`src/rtl/mseq_pkg.sv`:
```
package mseq_pkg;

    // positions inside the 4-bit control field (upper-word bits 30..27)
    localparam int CB_END  = 3;
    localparam int CB_MARK = 2;
    localparam int CB_BRK  = 1;
    localparam int CB_TRC  = 0;
    localparam int CB_W    = 4;

    // bundle size in bytes
    localparam int BUNDLE_BYTES = 8;

    typedef enum logic {
        ST_IDLE = 1'b0,
        ST_RUN  = 1'b1
    } seq_state_e;

    typedef struct packed {
        logic end_hit;
        logic brk_hit;
        logic trc_hit;
        logic mark_hit;
        logic stop_now;
    } flag_hits_t;

endpackage

```
`src/rtl/mseq_flag_dec.sv`:
```
module mseq_flag_dec
    import mseq_pkg::*;
#(
    parameter int VARIANT = 0
) (
    input  logic            active,
    input  logic [CB_W-1:0] ctl_bits,
    input  logic            brk_en,
    input  logic            trc_en,
    output flag_hits_t      hits
);
    localparam logic MARK_KEEP = (VARIANT == 0);
    localparam logic STOP_HALT = (VARIANT != 0);

    logic brk_f;
    logic trc_f;

    always_comb begin
        brk_f          = active & ctl_bits[CB_BRK] & brk_en;
        trc_f          = active & ctl_bits[CB_TRC] & trc_en;
        hits.end_hit   = active & ctl_bits[CB_END];
        hits.brk_hit   = brk_f;
        hits.trc_hit   = trc_f;
        hits.mark_hit  = active & ctl_bits[CB_MARK] & MARK_KEEP;
        hits.stop_now  = (brk_f | trc_f) & STOP_HALT;
    end

endmodule

```
`src/rtl/mseq_end_timer.sv`:
```
module mseq_end_timer (
    input  logic clk,
    input  logic rst_n,
    input  logic clear,
    input  logic step,
    input  logic load_two,
    input  logic force_one,
    output logic expire
);
    logic [1:0] cnt_q;
    logic [1:0] cnt_eff;

    always_comb begin
        if (force_one)     cnt_eff = 2'd1;
        else if (load_two) cnt_eff = 2'd2;
        else               cnt_eff = cnt_q;
        expire = step && (cnt_eff == 2'd1);
    end

    always_ff @(posedge clk or negedge rst_n) begin
        if (!rst_n) begin
            cnt_q <= 2'd0;
        end else if (clear || expire) begin
            cnt_q <= 2'd0;
        end else if (step) begin
            cnt_q <= (cnt_eff == 2'd0) ? 2'd0 : cnt_eff - 2'd1;
        end
    end

endmodule

```
`src/rtl/mseq_branch.sv`:
```
module mseq_branch #(
    parameter int ADDR_W = 12
) (
    input  logic              clk,
    input  logic              rst_n,
    input  logic              flush,
    input  logic              step,
    input  logic              br_take,
    input  logic [ADDR_W-1:0] br_target,
    input  logic [ADDR_W-1:0] pc_inc,
    output logic [ADDR_W-1:0] next_pc,
    output logic              busy
);
    logic [1:0]        cnt_q, cnt_eff, cnt_n;
    logic [ADDR_W-1:0] tgt_q, tgt_eff, tgt_n;
    logic              pend_q, pend_eff, pend_n;
    logic [ADDR_W-1:0] ptgt_q, ptgt_eff;

    always_comb begin
        cnt_eff  = cnt_q;
        tgt_eff  = tgt_q;
        pend_eff = pend_q;
        ptgt_eff = ptgt_q;
        if (br_take) begin
            if (cnt_q == 2'd0) begin
                cnt_eff = 2'd2;
                tgt_eff = br_target;
            end else begin
                pend_eff = 1'b1;
                ptgt_eff = br_target;
            end
        end

        next_pc = pc_inc;
        cnt_n   = cnt_eff;
        tgt_n   = tgt_eff;
        pend_n  = pend_eff;
        if (cnt_eff == 2'd1) begin
            next_pc = tgt_eff;
            if (pend_eff) begin
                cnt_n  = 2'd2;
                tgt_n  = ptgt_eff;
                pend_n = 1'b0;
            end else begin
                cnt_n = 2'd0;
            end
        end else if (cnt_eff != 2'd0) begin
            cnt_n = cnt_eff - 2'd1;
        end
        busy = (cnt_q != 2'd0) | pend_q;
    end

    always_ff @(posedge clk or negedge rst_n) begin
        if (!rst_n) begin
            cnt_q  <= 2'd0;
            tgt_q  <= '0;
            pend_q <= 1'b0;
            ptgt_q <= '0;
        end else if (flush) begin
            cnt_q  <= 2'd0;
            pend_q <= 1'b0;
        end else if (step) begin
            cnt_q  <= cnt_n;
            tgt_q  <= tgt_n;
            pend_q <= pend_n;
            ptgt_q <= ptgt_eff;
        end
    end

endmodule

```
`src/rtl/mseq_ctrl.sv`:
```
module mseq_ctrl
    import mseq_pkg::*;
#(
    parameter int ADDR_W  = 12,
    parameter int VARIANT = 0
) (
    input  logic              clk,
    input  logic              rst_n,
    input  logic              start_i,
    input  logic [ADDR_W-1:0] start_addr_i,
    input  logic [3:0]        ctl_bits_i,
    input  logic              br_take_i,
    input  logic [ADDR_W-1:0] br_target_i,
    input  logic              brk_en_i,
    input  logic              trc_en_i,
    output logic [ADDR_W-1:0] fetch_addr_o,
    output logic              running_o,
    output logic              done_o,
    output logic              stat_brk_o,
    output logic              stat_trc_o,
    output logic              stat_mark_o,
    output logic              irq_o
);
    localparam logic [ADDR_W-1:0] STEP = ADDR_W'(BUNDLE_BYTES);

    seq_state_e        state_q, state_d;
    logic              step;
    logic              halt;
    logic              br_busy;
    logic [ADDR_W-1:0] pc_q;
    logic [ADDR_W-1:0] pc_next;
    flag_hits_t        hits;

    assign step = (state_q == ST_RUN) && !start_i;

    mseq_flag_dec #(.VARIANT(VARIANT)) u_dec (
        .active   (step),
        .ctl_bits (ctl_bits_i),
        .brk_en   (brk_en_i),
        .trc_en   (trc_en_i),
        .hits     (hits)
    );

    mseq_end_timer u_end (
        .clk       (clk),
        .rst_n     (rst_n),
        .clear     (start_i),
        .step      (step),
        .load_two  (hits.end_hit),
        .force_one (hits.stop_now),
        .expire    (halt)
    );

    mseq_branch #(.ADDR_W(ADDR_W)) u_br (
        .clk       (clk),
        .rst_n     (rst_n),
        .flush     (start_i | halt),
        .step      (step),
        .br_take   (br_take_i),
        .br_target (br_target_i),
        .pc_inc    (pc_q + STEP),
        .next_pc   (pc_next),
        .busy      (br_busy)
    );

    // next-state logic
    always_comb begin
        state_d = state_q;
        unique case (state_q)
            ST_IDLE: if (start_i) state_d = ST_RUN;
            ST_RUN: begin
                if (start_i)   state_d = ST_RUN;
                else if (halt) state_d = ST_IDLE;
                else           state_d = ST_RUN;
            end
        endcase
    end

    // state register
    always_ff @(posedge clk or negedge rst_n) begin
        if (!rst_n) state_q <= ST_IDLE;
        else        state_q <= state_d;
    end

    // registered outputs
    always_ff @(posedge clk or negedge rst_n) begin
        if (!rst_n) begin
            pc_q        <= '0;
            stat_brk_o  <= 1'b0;
            stat_trc_o  <= 1'b0;
            stat_mark_o <= 1'b0;
            irq_o       <= 1'b0;
            done_o      <= 1'b0;
        end else begin
            irq_o  <= hits.brk_hit | hits.trc_hit;
            done_o <= halt;
            if (start_i) begin
                pc_q        <= start_addr_i;
                stat_brk_o  <= 1'b0;
                stat_trc_o  <= 1'b0;
                stat_mark_o <= 1'b0;
            end else if (step) begin
                pc_q <= pc_next;
                if (hits.brk_hit)  stat_brk_o  <= 1'b1;
                if (hits.trc_hit)  stat_trc_o  <= 1'b1;
                if (hits.mark_hit) stat_mark_o <= 1'b1;
            end
        end
    end

    assign fetch_addr_o = pc_q;
    assign running_o    = (state_q == ST_RUN);

endmodule

```
`config.mk`:
```
export PLATFORM = sky130hd
export DESIGN_NAME = mseq_ctrl
export DESIGN_NICKNAME = d
export VERILOG_FILES = /design/src/rtl/mseq_pkg.sv /design/src/rtl/mseq_flag_dec.sv /design/src/rtl/mseq_end_timer.sv /design/src/rtl/mseq_branch.sv /design/src/rtl/mseq_ctrl.sv
export SDC_FILE = /design/constraint.sdc
export NUM_CORES = 1
export LEC_CHECK = 0
export ABC_AREA = 1
export BUFFER_PORTS_ARGS = -buffer_cell sky130_fd_sc_hd__buf_2
export CAP_MARGIN = 20
export CORE_ASPECT_RATIO = 1.4
export CORE_MARGIN = 2
export CORE_UTILIZATION = 55
export CTS_CLUSTER_DIAMETER = 80
export DETAILED_ROUTE_END_ITERATION = 7
export PLACE_DENSITY = 0.87
export SYNTH_ARGS = -nofsm -noshare
export SYNTH_HDL_FRONTEND = slang
export SYNTH_SLANG_ARGS = --single-unit
```
`constraint.sdc`:
```
create_clock -name clk -period 1.39 [get_ports clk]
set_input_delay 0 -clock clk [delete_from_list [all_inputs] [get_ports clk]]
set_output_delay 0 -clock clk [all_outputs]
set_load 0.005 [all_outputs]
```
==> impl_results.md <==
* Outcome: finished, violations left
* Failing checks: setup timing
* Max Cap Viol at 0
* Most frequent cell after synthesis: nand2_1
* Number of synthesized flops with an enable pin at 0
* Mapped Area at 2780 um2
* First-pass GRT wire length at 11,900 um
* Peak Freq at 0.705 GHz
* CTS tree: done
* Starting DRT DRC Count at 277
* RR Endpoint: u_br.tgt_q[2]
* Worst slew pin tran at 0.474 ns
* Boundary Pins at 52
* Clk slew on worst S/H paths at 0.09 ns
* Layout cells sized above 1 at 26.5%
* Synth cell count leaders: 172 x nand2_1, 54 x inv_1, 47 x dfrtp_1
* Total Routing Usage GR at 26.6%
* Worst hold start: ctl_bits_i[3]
* CORE AREA at 4880 um2
* Type of the worst setup path: flop to flop
* Netlist cell types at 30
* DRC errors left at 0
* Max stage delay on crit path at 0.48 ns
* Pre-antenna DRT Iters at 5
* Final hold violations at 0
* Relative slew slack at 68.4%
* Hold Crit Depth at 3
* Pwr Total at 0.00566 W
* Nets at 506
* Worst path buffer plus inverter count at 2
* Row Count at 30
* Ant diodes at 0
* Sink Count at 47
* Final WL at 7790 um
* Setup WS pre-CTS at -0.0734 ns
* Yosys warnings at 0
* Largest net degree at the start of global routing at 39
* Post-synth top area cell: dfrtp_1
* Layout fillers at 342
* Asr flop ratio synth at 100%
* Worst hold path class: primary input to flop
* Total vias in the final route at 2,956
* CP max stage cell: dfrtp_2
* Die Wd at 64.1 um
* WP data required at 1.64 ns
* Final min period at 1.42 ns
* Worst IR Drop VDD at 0.848 mV
* Delay-heaviest family, CP: simple AND/OR/NAND/NOR gates
* Vias in the first global route at 2,837
* Setup TNS at -0.0450 ns
* R2R Path Start: u_br.cnt_q[1]
* Pwr Density at 1590 nW/um2
* Gpl congestion at 0.813
* Ys flop type: dfrtp_1
* CP cell instances: nor2_4 > buf_6 > nor2_4 > buf_6 > nand2_4 > nand2_4 > nand2_2 > nand3_1 > nand2_1
* Final setup violation count at 3
* Seq/Total Area, Yosys at 42.3%
* Avg WL per Cell at 14.5 um
* Crit end category: flop
* Post-synth top area share at 42.3%
* Yosys reg bits at 47
* Worst Hold Endpoint: u_end.cnt_q[0]
* CTS root buf: clkbuf_8
* Skew final at 0.00893 ns
* Final setup margin at -0.0283 ns
* Die span in y at 88.2 um
* Unrepaired setup endpoints after global routing: yes
* Initial cell density of the core at 57.0%
* Mean post-synth cell area at 6.97 um2
* Synth top area cells: dfrtp_1 42%, nand2_1 23%, nand3_1 7.9%, inv_1 7.3%, o21ai_0 1.8%
* Static leakage at 1.94 nW
* Cells after Synth at 399
* Num CTS Buffers at 5
* Placed insts at 510
* DP Wirelength at 4880 um
* CP arrival at 1.66 ns
* Period Utilization, post-route at 102%
* DRT antenna net count at 0
* Initial antenna violation count at 0
* R2R depth at 9
* Synthesis-to-layout area growth at 27.7%
* Congestion Overflow GR at 0
* Clock tree buffer depth at 2
* Flop-to-flop setup slack at -0.03 ns
* Clk Latency, worst-skew pair at 0.30 ns
* Post-Syn Nets at 434
* Vias/cell at 5.51
* Crit start category: flop
* Die area at 5650 um2
* Crit path max fanout at 6
* Non-filler cells, final at 536
* Htree depth at 2
* Number of I/O port buffers at 51
* Fin. max-slew vios at 0
[stage by stage]
| step | instance area (um2) | utilization [%] | hold slack [ns] |
|---|---|---|---|
| 2_1_floorplan | 2780 | - | -0.296 |
| 3_3_place_gp | 3130 | 64.1 | -0.0323 |
| 3_5_place_dp | 3130 | 64.1 | -0.0201 |
| 4_1_cts | 3410 | 69.9 | 0.00563 |
| 5_1_grt | 3550 | 72.8 | 0.0367 |
| 6_report | 3550 | 72.8 | 0.0205 |
[flip-flops by register name (all words and copies together), names as in the netlist, 2 cells and up]
signal,flops
u_br.cnt_q,2
u_br.ptgt_q,12
u_br.tgt_q,12
u_end.cnt_q,2
fetch_addr_o,12
[how the worst max path moves through the flow]
| stage | start | to | cells past startpoint |
|---|---|---|---|
| finish | u_br.cnt_q[1] | u_br.tgt_q[2] | 9 |
| global route | u_br.cnt_q[1] | u_br.tgt_q[0] | 9 |
| floorplan | u_br.cnt_q[0] | u_br.tgt_q[0] | 9 |
| CTS | u_br.cnt_q[0] | u_br.tgt_q[3] | 9 |
| detailed placement | running_o | u_br.ptgt_q[5] | 4 |
| global placement | running_o | u_br.ptgt_q[1] | 5 |
[cell type report]
cell class,instances,area [um2],share of cell area (%)
Clock buffer,5,68.8,1.94
Clock inverter,3,43.8,1.23
Inverter,59,228,6.41
Multi-Input combinational cell,277,1400,39.4
Sequential cell,47,1180,33.2
Tap cell,64,80.1,2.25
Timing Repair Buffer,81,557,15.7
[where the power goes]
part / total (W) / switching [W] / internal [W]
clock network: 0.00103 / 0.000494 / 0.000536
logic: 0.00246 / 0.00150 / 0.000955
registers: 0.00217 / 0.000356 / 0.00182
total: 0.00566 / 0.00235 / 0.00331
[timing repair]
item | 4_1_cts | 5_1_grt
hold buffers | 16 | 0
gates resized for setup | 4 | 43
endpoints found under the hold margin | 32 | 0
pin swaps | 0 | 18
endpoints found under the setup margin | 33 | 26
buffers inserted | 0 | 2
[per-layer routing]
layer	wire [um]	track usage (%)
met5	0	0
met4	177	11.2
met3	453	3.47
met2	4200	49.5
met1	2960	30.4
[worst min-delay path: stages]
cell and delay (ns):
buf_2 0.08, nand2_1 0.07, o311ai_0 0.12
[placed cells by master (no fill, tap or decap), types with 2 or more instances in the layout]
cell,synthesis,layout
nand3b_1,2,2
buf_2,8,51
clkinv_2,1,2
buf_6,4,3
nand2_4,1,4
dlygate4sd3_1,0,16
clkbuf_8,0,5
o211ai_1,6,6
buf_4,2,9
o21ai_0,10,9
dfrtp_1,47,45
nand3_1,44,41
a22oi_1,6,6
o21ai_2,5,5
inv_1,54,54
inv_2,4,2
nor2_1,7,6
nand2_2,1,26
buf_12,0,2
inv_4,0,2
dfrtp_2,0,2
nand2_1,172,144
nor2_4,1,5
a21oi_1,4,4
o21ai_1,7,8
nand3_2,0,3
[logic make-up after synthesis]
kind of cell | Yosys count | share of synthesized area (%)
AND/OR/NAND/NOR | 231 | 34.3
XOR/XNOR | 1 | 0.315
buffers and inverters | 75 | 11.9
flip-flops | 47 | 42.3
AO/OA/AOI/OAI | 44 | 10.8
adder cells (fa/ha/maj) | 1 | 0.450
Power figures use the tool's default switching activity.
